<file path="config.mk">
export PLATFORM = sky130hd
export DESIGN_NAME = can_fault_conf
export DESIGN_NICKNAME = d
export VERILOG_FILES = /design/src/rtl/can_fault_conf.sv
export SDC_FILE = /design/constraint.sdc
export NUM_CORES = 1
export LEC_CHECK = 0
export BUFFER_PORTS_ARGS = -buffer_cell sky130_fd_sc_hd__clkbuf_2
export CORE_ASPECT_RATIO = 0.6
export CORE_UTILIZATION = 31
export DETAILED_ROUTE_END_ITERATION = 10
export PLACE_DENSITY = 0.48
export SYNTH_ARGS = -nofsm -noshare
export SYNTH_HDL_FRONTEND = slang
export SYNTH_SLANG_ARGS = --single-unit
</file>
<file path="constraint.sdc">
create_clock -name clk -period 5.9 [get_ports clk]
set_input_delay 1.475 -clock clk [delete_from_list [all_inputs] [get_ports clk]]
set_output_delay 1.475 -clock clk [all_outputs]
set_load 0.02 [all_outputs]
</file>
<file path="src/rtl/can_fault_conf.sv">
module can_fault_conf #(
  parameter int TEC_W      = 9,
  parameter int REC_W      = 8,
  parameter int BIG_STEP   = 8,
  parameter int PASS_LIM   = 127,
  parameter int OFF_LIM    = 256,
  parameter int REC_RELOAD = 127
) (
  input  logic             clk,
  input  logic             rst_n,
  input  logic             clr_i,
  input  logic             tx_err_i,
  input  logic             tx_ack_err_i,
  input  logic             tx_arb_stuff_i,
  input  logic             rx_err_i,
  input  logic             rx_dom_post_flag_i,
  input  logic             rx_flag_bit_err_i,
  input  logic             dom_run_i,
  input  logic             role_tx_i,
  input  logic             tx_ok_i,
  input  logic             rx_ok_i,
  output logic [TEC_W-1:0] tec_o,
  output logic [REC_W-1:0] rec_o,
  output logic [1:0]       state_o,
  output logic             flag_passive_o
);
  localparam int TX = TEC_W + 2;
  localparam int RX = REC_W + 2;
  localparam logic [TX-1:0]    T_STEP  = TX'(BIG_STEP);
  localparam logic [RX-1:0]    R_STEP  = RX'(BIG_STEP);
  localparam logic [RX-1:0]    R_ONE   = RX'(1);
  localparam logic [TX-1:0]    T_MAX   = TX'((1 << TEC_W) - 1);
  localparam logic [RX-1:0]    R_MAX   = RX'((1 << REC_W) - 1);
  localparam logic [TEC_W-1:0] T_PASS  = TEC_W'(PASS_LIM);
  localparam logic [REC_W-1:0] R_PASS  = REC_W'(PASS_LIM);
  localparam logic [TEC_W-1:0] T_OFF   = TEC_W'(OFF_LIM);
  localparam logic [REC_W-1:0] R_RLD   = REC_W'(REC_RELOAD);
  localparam logic [1:0] ST_ACTIVE = 2'd0, ST_PASSIVE = 2'd1, ST_OFF = 2'd2;

  logic [TEC_W-1:0] tec_q, tec_d, tec_sat;
  logic [REC_W-1:0] rec_q, rec_d, rec_sat;
  logic [TX-1:0]    tec_sum;
  logic [RX-1:0]    rec_sum;
  logic             bus_off, passive, tx_exempt;

  assign bus_off   = tec_q >= T_OFF;
  assign passive   = !bus_off && (tec_q > T_PASS || rec_q > R_PASS);
  assign tx_exempt = tx_arb_stuff_i || (tx_ack_err_i && passive);

  always_comb begin
    tec_sum = TX'(tec_q)
            + ((tx_err_i && !tx_exempt) ? T_STEP : '0)
            + ((dom_run_i && role_tx_i) ? T_STEP : '0);
    tec_sat = (tec_sum > T_MAX) ? T_MAX[TEC_W-1:0] : tec_sum[TEC_W-1:0];
    tec_d   = (tx_ok_i && tec_sat != '0) ? tec_sat - 1'b1 : tec_sat;

    rec_sum = RX'(rec_q)
            + (rx_err_i ? R_ONE : '0)
            + (rx_dom_post_flag_i ? R_STEP : '0)
            + (rx_flag_bit_err_i ? R_STEP : '0)
            + ((dom_run_i && !role_tx_i) ? R_STEP : '0);
    rec_sat = (rec_sum > R_MAX) ? R_MAX[REC_W-1:0] : rec_sum[REC_W-1:0];
    if (!rx_ok_i)              rec_d = rec_sat;
    else if (rec_sat > R_PASS) rec_d = R_RLD;
    else if (rec_sat != '0)    rec_d = rec_sat - 1'b1;
    else                       rec_d = rec_sat;
  end

  always_ff @(posedge clk or negedge rst_n) begin
    if (!rst_n) begin
      tec_q <= '0;
      rec_q <= '0;
    end else if (clr_i) begin
      tec_q <= '0;
      rec_q <= '0;
    end else if (!bus_off) begin
      tec_q <= tec_d;
      rec_q <= rec_d;
    end
  end

  assign tec_o          = tec_q;
  assign rec_o          = rec_q;
  assign state_o        = bus_off ? ST_OFF : (passive ? ST_PASSIVE : ST_ACTIVE);
  assign flag_passive_o = passive;

  p_clear_zero_r1: assert property (@(posedge clk) disable iff (!rst_n)
    clr_i |=> (tec_o == '0 && rec_o == '0 && state_o == ST_ACTIVE));

  p_busoff_hold_r12: assert property (@(posedge clk) disable iff (!rst_n)
    (state_o == ST_OFF && !clr_i) |=> ($stable(tec_o) && $stable(rec_o)));

  p_reload_r7: assert property (@(posedge clk) disable iff (!rst_n)
    (rx_ok_i && rec_o > R_PASS && state_o != ST_OFF && !clr_i) |=> rec_o == R_RLD);

  p_stuff_exempt_r8: assert property (@(posedge clk) disable iff (!rst_n)
    (tx_arb_stuff_i && !tx_ok_i && !(dom_run_i && role_tx_i) && !clr_i) |=> $stable(tec_o));

  p_no_wrap_r11: assert property (@(posedge clk) disable iff (!rst_n)
    (!clr_i && tec_o != '0) |=> ({1'b0, tec_o} + 1'b1 >= {1'b0, $past(tec_o)}));

  p_flag_sel_r10: assert property (@(posedge clk) disable iff (!rst_n)
    flag_passive_o |-> (state_o == ST_PASSIVE));
endmodule

</file>
# After elaboration in Yosys (flattened, before gate mapping)

Cells that the tools add are included.

Register bits: 17
Bits in latches: 0
RAM bits: 0
ROM bits: 0
Input port bits: 13
Output and inout bits: 20
Word-level logic and storage cells: 48
Memories kept: 0

$add $sub $neg: 8
Multiply operators: 0
Div/mod/pow operators: 0
Order comparisons: 6
Equality and inequality tests: 1
Shift-type cells: 0
Multiplexer cells: 18
Bitwise logic cells: 0
Reductions and logical operators: 13

Operator list:

| cell                  | number |
|---|---|
| $mux W8               | 6 |
| $mux W9               | 4 |
| $add A10 B4 Y10       | 2 |
| $add A9 B4 Y10        | 2 |
| $mux W4               | 5 |
| $gt A8 B7 Y1 const B  | 2 |
| $add A10 B4 Y11       | 1 |
| $gt A11 B9 Y1 const B | 1 |
| $gt A10 B8 Y1 const B | 1 |
| $add A8 B1 Y9         | 1 |
| $ge A9 B9 Y1 const B  | 1 |
| $gt A9 B7 Y1 const B  | 1 |
| $reduce_bool A9 Y1    | 1 |
| $sub A9 B1 Y9 const B | 1 |
| $reduce_bool A8 Y1    | 1 |
| $sub A8 B1 Y8 const B | 1 |
| $logic_and A1 B1 Y1   | 6 |
| $logic_not A1 Y1      | 3 |
| $logic_or A1 B1 Y1    | 2 |
| $mux W1               | 2 |
| $mux W2               | 1 |
| $ne A2 B2 Y1 const B  | 1 |

# Longest topological paths before layout

Depth after elaboration: 17
Depth in mapped cells: 15
Gate-level depth less buffers: 15

# Worst setup path before layout

OpenSTA, ideal clock, no wires.

Kind: in2reg
From: input rx_dom_post_flag_i
To: register rec_q[0], in the netlist rec_o[0]
Library setup time: 136 ps
Arrival: 4542 ps
Data required time: 5764 ps
Slack: 1221 ps
Stages: 14
Buffers on the path: 0
Path through: fa_1 -> ha_1 -> ha_1 -> a21o_2 -> a21oi_1 -> or2_2 -> or2b_2 -> inv_1 -> ha_1 -> nor3b_1 -> o2111ai_2 -> nand2_1 -> mux2i_1 -> a211oi_2

Cells in the longest elaborated chain, start to end: 12
Elaborated cells between the ends (all ways): 14
Those cells by class: add/sub: 4; order compare: 2; mux: 7; reduce/logical: 1

Ends and longest elaborated chain:

| element                                             | RTL line | source |
|---|---|---|
| from (decl)                                         | 16       | `input logic rx_dom_post_flag_i,` |
| $mux W4 *                                           | 59       | `+ (rx_dom_post_flag_i ? R_STEP : '0)` |
| $add A9 B4 Y10 *                                    | 59       |  |
| $add A10 B4 Y10 *                                   | 60       | `+ (rx_flag_bit_err_i ? R_STEP : '0)` |
| $add A10 B4 Y10 *                                   | 61       | `+ ((dom_run_i && !role_tx_i) ? R_STEP : '0);` |
| $gt A10 B8 Y1                                       | 62       | `rec_sat = (rec_sum > R_MAX) ? R_MAX[REC_W-1:0] : rec_sum[REC_W-1:0];` |
| $mux W8 *                                           | 62       |  |
| $sub A8 B1 Y8 or $reduce_bool A8 Y1 (tied branches) | 65       | `else if (rec_sat != '0) rec_d = rec_sat - 1'b1;` |
| $mux W8                                             | 65       |  |
| $mux W8                                             | 64       | `else if (rec_sat > R_PASS) rec_d = R_RLD;` |
| $mux W8 *                                           | 63       | `if (!rx_ok_i) rec_d = rec_sat;` |
| $mux W8 *                                           | 76       | `end else if (!bus_off) begin` |
| $mux W8 *                                           | 73       | `end else if (clr_i) begin` |
| to (signal assigned)                                | 78       | `rec_q <= rec_d;` |
| to (decl)                                           | 41       | `logic [REC_W-1:0] rec_q, rec_d, rec_sat;` |

Mark *: on every way between the ends. The rest lies on a longest branch, timed or not. The select of a mux whose other input is x is not followed.
A chain may end at the register's enable or synchronous reset.

# Final worst setup path

Ends and elaborated chain as after synthesis.

==> results.toml <==
[worst_setup_path]
worstSetupPathType = "input port to register"
crit_chain = "clkbuf_2 -> fa_1 -> ha_1 -> ha_1 -> a21o_2 -> a21oi_1 -> or2_2 -> or2b_2 -> inv_1 -> ha_1 -> nor3b_1 -> o2111ai_2 -> nand2_1 -> mux2i_1 -> a211oi_2"
required_ns = 6.02
critPathMaxStageDelay_ns = 0.48
startpoint_type = "input port"
end_kind = "register"
worst-path-max-fanout = 5
worstPathArrival_ns = 5.00
cpMostUsedCell = "ha_1"
cpMaxStageDelayCell = "fa_1"

[placed_design]
dp_cells = 266
place_congestion = 0.8921
port_buffers = 32
hpwl_mm = 3.426
dp_slack_ns = 0.7934

[pwr]
clockPowerShare = 0.105
swShare = 0.4917
powerDensity_nw_per_um2 = 446.9
intPower_mw = 0.4230
combPwrFrac = 0.652
power_frac_seq = 0.243
peakVddDrop_v = 0.0001178
leakage_nw = 0.8575
p_switching_mw = 0.4091
power_mw = 0.8321

[routing]
ant_nets = 0
drtPass1Iterations = 4
wire_per_inst_um = 15.97
num_vias = 1443
via_per_inst = 5.344
post-route-drc-count = 0
drt_wl_total_mm = 4.311
first_iter_violations = 146

[yosys]
yosys.area_share.simple = 0.2420
ys_seq_elements = 17
synth_edf_count = 0
synth_xor_area_frac = 0.06517
synth_compound_area_frac = 0.2079
ys.flop_type = "dfrtp_1"
synth_area_um2 = 1613
synthMuxAreaShare = 0.03724
syn-num-nets = 208
async_reset_ff_frac = 1.000
synth_fa_ha_area_frac = 0.1334
syn_avg_cell_area_um2 = 9.010
synth_top_family_by_area = "simple AND/OR/NAND/NOR gates"
ys_warn_count = 0
synth.distinct_cells = 54
postSynthCellCount = 179
ys_seq_area_frac = 0.2638

[timing]
rsz0062_at_grt = "false"
relSlewSlack = 0.4267
finClkSkew_ns = 0.003345
setup_slack_ns = 1.021
setup_viol = 0
min_period_ns = 4.879
fin_setup_tns_ns = 0
finalCritPeriodShare = 0.8269
tightest_slew_ns = 0.8600
final_max_slew_viol_count = 0
clock.fmax_mhz = 205.0
hold_viol = 0

[floorplan]
die_x_um = 95.12
io_pins = 33
initial_core_util = 0.3375
die_y_um = 57.87
die_area_um2 = 5504
rows = 19
core_area_um2 = 4778

[run_status]
status = "completed"

[final_layout]
layout.nets = 237
fin_util = 0.3896
layout_commonest_cell = "clkbuf_2"
antenna_cells = 0
area_delta_synth_final_pct = 15.44
layout-drive-gt1-share = 0.2560
fin_cells = 270
layout_common_cells = "clkbuf_2 (32), nor2_1 (21), dfrtp_1 (17), ha_1 (14), inv_1 (12)"

[clock_tree]
cts-resized-gates = 0
cts_tree = "done"
cts-root-buf = "clkbuf_8"
numClockSinks = 17
post_cts.repair.setup_buffers = 0
clk_pin_slew_ns = 0.07
cts_buffer_depth = 2
h-tree-depth = 1
cts_inserted_buffers = 3
cts_hold_buf = 0
clk_latency_ns = 0.25

[flow_run]
cap_violations = 0

[global_route]
grt_overflow = 0
grt_pass1_wl_mm = 7.010
grt_max_degree = 26
grt_pass1_vias = 1302
antenna_found_initial = 0
track_usage = 0.1675

[hold_path]
hold_path.class = "register to register"
-- logic make-up after synthesis --
logic type,Yosys count
mux,6
xor+xnor,12
simple gates,69
compound gates,39
fa+ha+maj,16
buf+inv,20
flops,17
-- worst paths after layout --
kind / slack, ns / depth (start not counted) / end / startpoint
setup / recovery: 1.02 / 15 / rec_o[0] / rx_dom_post_flag_i
hold / removal: 0.57 / 2 / tec_o[2] / tec_o[2]
setup reg to reg: 1.95 / 14 / rec_o[0] / rec_o[3]
hold reg to reg: 0.57 / 2 / tec_o[2] / tec_o[2]
max in group asynchronous: 4.43 / 1 / rec_o[1] / rst_n
min in group asynchronous: 1.15 / 1 / tec_o[0] / rst_n
-- routing by layer --
| layer | GRT usage | part of all wire | vias to the layer above |
|---|---|---|---|
| li1 | - | - | 705 |
| met1 | 0.2785 | 0.55 | 684 |
| met2 | 0.2112 | 0.38 | 52 |
| met3 | 0.04068 | 0.067 | 2 |
| met4 | 0.02597 | 0.0016 | 0 |
| met5 | 0 | 0 | - |
-- registers in the layout (all words and copies together) (netlist names) --
| register | flops |
|---|---|
| tec_o | 9 |
| rec_o | 8 |
-- per-stage QoR --
step / hold WS [ns] / cell area, um2
floorplan: 0.6340 / 1613
global placement: 0.5503 / 1815
detailed placement: 0.5623 / 1815
CTS: 0.5761 / 1862
global route: 0.6150 / 1862
finish: 0.5727 / 1862
-- worst max-delay path, delay by kind of cell --
family | cells | cell delay [ns]
AND/OR/NAND/NOR | 4 | 1.01
multiplexers | 1 | 0.23
adder cells (fa/ha/maj) | 4 | 1.25
buffers and inverters | 2 | 0.17
AO/OA/AOI/OAI | 4 | 0.85
-- cell usage after synthesis, types with 3 or more instances --
cell / instances / area share
a211oi_1: 5 / 0.023
a21oi_1: 7 / 0.022
a221oi_2: 3 / 0.028
clkbuf_1: 5 / 0.012
dfrtp_1: 17 / 0.26
ha_1: 14 / 0.11
inv_1: 12 / 0.028
mux2i_1: 6 / 0.037
nand2_1: 8 / 0.019
nand2b_1: 4 / 0.016
nand3_1: 4 / 0.012
nand4_1: 3 / 0.012
nor2_1: 21 / 0.049
nor2b_1: 3 / 0.012
nor3_1: 6 / 0.019
nor3b_1: 3 / 0.014
o21a_1: 3 / 0.014
xnor2_1: 10 / 0.054
-- layout make-up --
class                   instances  area (um2)
well taps                      63       78.83
multi-input cells             142        1106
repair buffers                 32       160.2
inverters                      12       45.04
flip-flops and latches         17       425.4
clock inverters                 1       5.005
fillers                       484        2917
clock buffers                   3       41.29
-- power by group through the flow --
stage	clock [mW]	sequential, mW	combinational, mW
6_report	0.0876	0.202	0.543
4_1_cts	0.0921	0.202	0.543
3_3_place_gp	0	0.200	0.537
3_5_place_dp	0	0.204	0.539
5_1_grt	0.0971	0.209	0.600
2_1_floorplan	0	0.238	0.362
(Power assumes the default switching activity.)
